==> src/rtl/sfl_pkg.sv <==
package sfl_pkg;
  localparam int RAILS  = 4;
  localparam int R_3V3  = 0;
  localparam int R_5V   = 1;
  localparam int R_12P  = 2;
  localparam int R_12N  = 3;

  // microseconds to clock cycles (CLK_HZ is a whole number of MHz)
  function automatic int us_cycles(input int clk_hz, input int us);
    return (clk_hz / 1_000_000) * us;
  endfunction

  function automatic int cnt_w(input int n);
    return (n < 2) ? 1 : $clog2(n + 1);
  endfunction
endpackage

==> src/rtl/sfl_rst_sync.sv <==
module sfl_rst_sync #(
  parameter int STAGES = 2
) (
  input  logic clk,
  input  logic async_rst,
  output logic rst_out
);
  logic [STAGES-1:0] sh;

  always_ff @(posedge clk or posedge async_rst) begin
    if (async_rst) sh <= '1;
    else           sh <= {sh[STAGES-2:0], 1'b0};
  end

  assign rst_out = sh[STAGES-1];
endmodule

==> src/rtl/sfl_qual.sv <==
module sfl_qual #(
  parameter int CYC = 6
) (
  input  logic clk,
  input  logic rst,
  input  logic flag,
  output logic valid
);
  localparam int W = sfl_pkg::cnt_w(CYC);
  localparam logic [W-1:0] LIM = W'(CYC);

  logic [W-1:0] cnt;

  always_ff @(posedge clk) begin
    if (rst || !flag) cnt <= '0;
    else if (cnt != LIM) cnt <= cnt + 1'b1;
  end

  assign valid = (cnt == LIM);
endmodule

==> src/rtl/sfl_debounce.sv <==
module sfl_debounce #(
  parameter int CYC = 20
) (
  input  logic clk,
  input  logic rst,
  input  logic raw,
  output logic filt
);
  localparam int W = sfl_pkg::cnt_w(CYC);
  localparam logic [W-1:0] LAST = W'(CYC - 1);

  logic [W-1:0] cnt;

  always_ff @(posedge clk) begin
    if (rst) begin
      filt <= 1'b0;
      cnt  <= '0;
    end else if (raw == filt) begin
      cnt <= '0;
    end else if (cnt == LAST) begin
      filt <= raw;
      cnt  <= '0;
    end else begin
      cnt <= cnt + 1'b1;
    end
  end
endmodule

==> src/rtl/sfl_fault_core.sv <==
module sfl_fault_core #(
  parameter int RESTART_CYC = 1000
) (
  input  logic clk,
  input  logic rst,
  input  logic pon_ok,
  input  logic bounce,
  input  logic ov_hit,
  input  logic uv_hit,
  input  logic aux_hit,
  output logic m_lat,
  output logic aux_lat
);
  localparam int W = sfl_pkg::cnt_w(RESTART_CYC);
  localparam logic [W-1:0] LAST = W'(RESTART_CYC - 1);

  logic         ov_cause;
  logic [W-1:0] rcnt;

  always_ff @(posedge clk) begin
    if (rst) aux_lat <= 1'b0;
    else if (aux_hit) aux_lat <= 1'b1;
  end

  always_ff @(posedge clk) begin
    if (rst || !pon_ok) begin
      m_lat    <= 1'b0;
      ov_cause <= 1'b0;
      rcnt     <= '0;
    end else if (!m_lat) begin
      rcnt <= '0;
      if (ov_hit || uv_hit) begin
        m_lat    <= 1'b1;
        ov_cause <= ov_hit;
      end
    end else begin
      if (ov_hit) ov_cause <= 1'b1;
      if (bounce && !ov_cause && !ov_hit) begin
        if (rcnt == LAST) begin
          m_lat <= 1'b0;
          rcnt  <= '0;
        end else begin
          rcnt <= rcnt + 1'b1;
        end
      end else begin
        rcnt <= '0;
      end
    end
  end
endmodule

==> src/rtl/supply_fault_ctrl.sv <==
module supply_fault_ctrl #(
  parameter int CLK_HZ      = 50_000_000,
  parameter int OV_US       = 6,
  parameter int UV_LONG_US  = 480,
  parameter int UV_SHORT_US = 6,
  parameter int PON_US      = 75_000,
  parameter int RESTART_US  = 1_000_000
) (
  input  logic       clk,
  input  logic       vdd_uv,
  input  logic       pwr_on_req,
  input  logic       restart_sel,
  input  logic       ov5_dis,
  input  logic       ov12_dis,
  input  logic [3:0] rail_ov,
  input  logic [3:0] rail_uv,
  input  logic       aux_ov,
  output logic       main_fault,
  output logic       aux_fault
);
  import sfl_pkg::*;

  localparam int OV_CYC   = us_cycles(CLK_HZ, OV_US);
  localparam int UVL_CYC  = us_cycles(CLK_HZ, UV_LONG_US);
  localparam int UVS_CYC  = us_cycles(CLK_HZ, UV_SHORT_US);
  localparam int PON_CYC  = us_cycles(CLK_HZ, PON_US);
  localparam int RST_CYC  = us_cycles(CLK_HZ, RESTART_US);

  logic             rst_int;
  logic             pon_ok;
  logic [RAILS-1:0] ov_en;
  logic [RAILS-1:0] ov_q;
  logic [RAILS-1:0] uv_q;
  logic             aux_q;
  logic             m_lat;
  logic             aux_lat;

  sfl_rst_sync #(.STAGES(2)) u_rst (
    .clk(clk), .async_rst(vdd_uv), .rst_out(rst_int)
  );

  sfl_debounce #(.CYC(PON_CYC)) u_pon (
    .clk(clk), .rst(rst_int), .raw(pwr_on_req), .filt(pon_ok)
  );

  always_comb begin
    ov_en        = '1;
    ov_en[R_5V]  = ~ov5_dis;
    ov_en[R_12P] = ~ov12_dis;
  end

  for (genvar i = 0; i < RAILS; i++) begin : g_rail
    localparam int UVC = (i == R_3V3 || i == R_5V) ? UVL_CYC : UVS_CYC;

    sfl_qual #(.CYC(OV_CYC)) u_ovq (
      .clk(clk), .rst(rst_int), .flag(rail_ov[i] & ov_en[i]), .valid(ov_q[i])
    );
    sfl_qual #(.CYC(UVC)) u_uvq (
      .clk(clk), .rst(rst_int), .flag(rail_uv[i]), .valid(uv_q[i])
    );
  end

  sfl_qual #(.CYC(OV_CYC)) u_auxq (
    .clk(clk), .rst(rst_int), .flag(aux_ov), .valid(aux_q)
  );

  sfl_fault_core #(.RESTART_CYC(RST_CYC)) u_core (
    .clk(clk), .rst(rst_int), .pon_ok(pon_ok), .bounce(restart_sel),
    .ov_hit(|ov_q), .uv_hit(|uv_q), .aux_hit(aux_q),
    .m_lat(m_lat), .aux_lat(aux_lat)
  );

  assign main_fault = m_lat | aux_lat;
  assign aux_fault  = aux_lat;
endmodule

==> config.mk <==
export PLATFORM = sky130hd
export DESIGN_NAME = supply_fault_ctrl
export DESIGN_NICKNAME = d
export VERILOG_FILES = /design/src/rtl/sfl_pkg.sv /design/src/rtl/sfl_rst_sync.sv /design/src/rtl/sfl_qual.sv /design/src/rtl/sfl_debounce.sv /design/src/rtl/sfl_fault_core.sv /design/src/rtl/supply_fault_ctrl.sv
export SDC_FILE = /design/constraint.sdc
export NUM_CORES = 1
export LEC_CHECK = 0
export CAP_MARGIN = 40
export CORE_ASPECT_RATIO = 1.2
export CORE_MARGIN = 4
export CORE_UTILIZATION = 61
export CTS_BUF_LIST = sky130_fd_sc_hd__clkbuf_16
export CTS_CLUSTER_DIAMETER = 100
export CTS_CLUSTER_SIZE = 10
export DETAILED_ROUTE_END_ITERATION = 10
export PLACE_DENSITY_LB_ADDON = 0.2
export SYNTH_ARGS = -nofsm -noshare
export SYNTH_HDL_FRONTEND = slang
export SYNTH_SLANG_ARGS = --single-unit
export TNS_END_PERCENT = 5
==> constraint.sdc <==
create_clock -name clk -period 2.21 [get_ports clk]
set_clock_uncertainty 0.05 [all_clocks]
set_input_delay 0.442 -clock clk [delete_from_list [all_inputs] [get_ports clk]]
set_output_delay 0.442 -clock clk [all_outputs]
set_load 0.03 [all_outputs]
==> impl_metrics.json <==
{
  "synth_common_cells": "151 x nor2_1, 145 x dfxtp_1, 79 x xor2_1",
  "synth_area_leaders": "dfxtp_1 44%, xor2_1 11%, nor2_1 8.7%",
  "synthAdderAreaFrac_pct": 3.826,
  "die_y_um": 121.4,
  "synthCells": 746,
  "dp_hpwl_mm": 8.250,
  "wirelength_mm": 11.94,
  "synthArstFlopShare_pct": 1.361,
  "slew_headroom_pct": 63.37,
  "insertion_delay_ns": 0.42,
  "start_util_pct": 62.19,
  "rows": 41,
  "synth_compound_area_share_pct": 3.118,
  "ys_ff_latch": 147,
  "slew_violations": 0,
  "use_met2_pct": 36.19,
  "regArea_um2": 2955,
  "nets": 811,
  "grt_max_degree": 27,
  "wl_per_cell_um": 13.02,
  "muxShareOfSynthArea_pct": 0.3061,
  "avgSynthCellArea_um2": 8.767,
  "layout_worst_path_cycle_share_pct": 94.07,
  "yosys.cell_types.count": 40,
  "seq_area_frac_synth_pct": 45.19,
  "coreArea_um2": 10520,
  "fmax_mhz": 481.0,
  "global_route.usage.met1_pct": 23.08,
  "multi_input_area_um2": 3417,
  "drive_above_1_share_pct": 5.838,
  "clock_path_buffers": 2,
  "num_antenna_cells": 0,
  "hold_path.class": "in -> async",
  "period_needed_ns": 2.079,
  "synth_edf_count": 0,
  "crit_type": "reg -> reg",
  "antenna_left": 0,
  "first_iter_violations": 189,
  "numPortBuffers": 16,
  "synth.net_count": 781,
  "postCtsSetupBuffers": 0,
  "grt_most_used_layer": "met2",
  "synth_top_area_share_pct": 44.38,
  "grt_pass1_vias": 4996,
  "root_buffer": "clkbuf_16",
  "synth-xor-area-share_pct": 14.87,
  "setup_viol": 0,
  "path_max_fanout": 22,
  "post_drt_via_cell_ratio": 5.491,
  "die_x_um": 102.5,
  "start_kind": "flip-flop",
  "post_cts_resized": 0,
  "tightest_slew_ns": 0.5495,
  "hold_buffers": 0,
  "dr_total_vias": 5035,
  "ir_drop_mv": 0.5573,
  "met3_usage_pct": 6.325,
  "area_growth_pct": 13.76,
  "finalWeightedCongestion": 0.7976,
  "synth_area_um2": 6540,
  "antenna_found_initial": 0,
  "cts_tree": "built",
  "grt_overflow_total": 0,
  "fillers": 813,
  "leakage_nw": 2.554,
  "grt_pass1_wl_mm": 20.83,
  "cts_inserted_buffers": 17,
  "fin_tns_setup_ns": 0,
  "clk_pin_slew_worst_paths_ns": 0.06,
  "drv_cap": 0,
  "ioPinCount": 17,
  "grt_use_total_pct": 20.67,
  "hold_viol_final": 0,
  "crit_path_end_kind": "flip-flop",
  "drc": 0,
  "yosys.area_share.simple_pct": 30.07,
  "rsz0062_at_grt": "no",
  "fin_total_pwr_mw": 5.581,
  "p_per_area_nw_per_um2": 750.2,
  "crit_required_ns": 2.45,
  "ctsHtreeMaxLevel": 4,
  "cts_sinks": 147,
  "synth_ff_type": "dfxtp_1",
  "synth_largest_area_cell": "dfxtp_1",
  "fp.dieArea_um2": 12450,
  "cp.arrival_ns": 2.31,
  "status": "finished clean",
  "synth.most_common_cell": "nor2_1",
  "first_pass_iters": 4,
  "yosysWarnings": 0,
  "synth_top_family_by_area": "simple AND/OR/NAND/NOR gates"
}
## cell usage in the layout, fill, tap and decap left out, types with 17 or more instances in the layout
| cell type | synthesis | final |
|---|---|---|
| a21oi_1 | 27 | 27 |
| xnor2_1 | 32 | 32 |
| nor2_1 | 151 | 151 |
| clkbuf_16 | 0 | 17 |
| inv_1 | 27 | 28 |
| dfxtp_1 | 145 | 145 |
| nand4_1 | 30 | 30 |
| xor2_1 | 79 | 79 |
| ha_1 | 20 | 20 |
| nand2_1 | 55 | 55 |
| nand3_1 | 52 | 52 |
## metrics by stage
step	cells	hold slack [ns]	setup slack, ns	util, %	cell area, µm²
floorplan	746	0.2952	0.4260	-	6540
global placement	886	0.2962	0.1928	65.31	6868
detailed placement	886	0.2972	0.1216	65.31	6868
CTS	917	0.2886	0.1181	70.74	7440
global route	917	0.2902	0.003057	70.74	7440
finish	917	0.3002	0.1310	70.74	7440
## cells by family (layout without fill, tap and decap cells)
group	count (synthesis)	in the layout
AND/OR/NAND/NOR	385	385
flip-flops	147	147
XOR/XNOR	111	111
AO/OA/AOI/OAI	40	40
buffers and inverters	40	82
adder cells (fa/ha/maj)	20	20
multiplexers	2	2
other	1	1
## sequential cells by signal, summed over array words and instances, names as in the netlist
signal            cells
u_pon.filt            1
g_rail.u_uvq.cnt     48
u_auxq.cnt            9
u_core.aux_lat        1
u_pon.cnt            22
u_core.m_lat          1
u_rst.sh              2
u_core.ov_cause       1
g_rail.u_ovq.cnt     36
u_core.rcnt          26
## worst max-delay path, cell delays in order, from the launching register on
cell and delay (ns):
dfxtp_1 0.41, nand4_1 0.11, or4_1 0.49, nor4_2 0.36
or3_2 0.43, nor2_1 0.10
## metal layers
layer  vias up  routed length, µm  share of wire [%]
li1       2575                  -                  -
met1      2390               5185                 43
met2        55               6202                 52
met3        15                349                2.9
met4         0                199                1.7
met5         -                  0                  0
## path summary, 6_finish.rpt
kind	to	cells past startpoint	slack (ns)	startpoint
max in group asynchronous	u_rst.sh[0]	2	1.78	vdd_uv
worst min-delay path	u_rst.sh[1]	2	0.30	vdd_uv
min in group clk	u_rst.sh[1]	0	0.30	u_rst.sh[0]
worst min register to register	u_rst.sh[1]	0	0.30	u_rst.sh[0]
worst max-delay path	u_pon.cnt[3]	5	0.13	u_pon.cnt[5]
worst max register to register	u_pon.cnt[3]	5	0.13	u_pon.cnt[5]
## report_power, final
group | leakage (nW) | internal [mW] | switching (mW) | total [mW]
Sequential | 1.19 | 2.67 | 0.0222 | 2.69
Combinational | 1.08 | 0.0524 | 0.0625 | 0.115
Clock | 0.284 | 1.74 | 1.03 | 2.77
Total | 2.55 | 4.46 | 1.12 | 5.58
## area by class of cell
cell class / instances / share of cell area (%)
Clock buffer: 17 / 5.718
Clock inverter: 14 / 1.968
Timing Repair Buffer: 24 / 3.128
Multi-Input combinational cell: 559 / 45.93
Tap cell: 129 / 2.170
Inverter: 27 / 1.362
Sequential cell: 147 / 39.72
No activity file was read; power rests on OpenSTA's default activity.
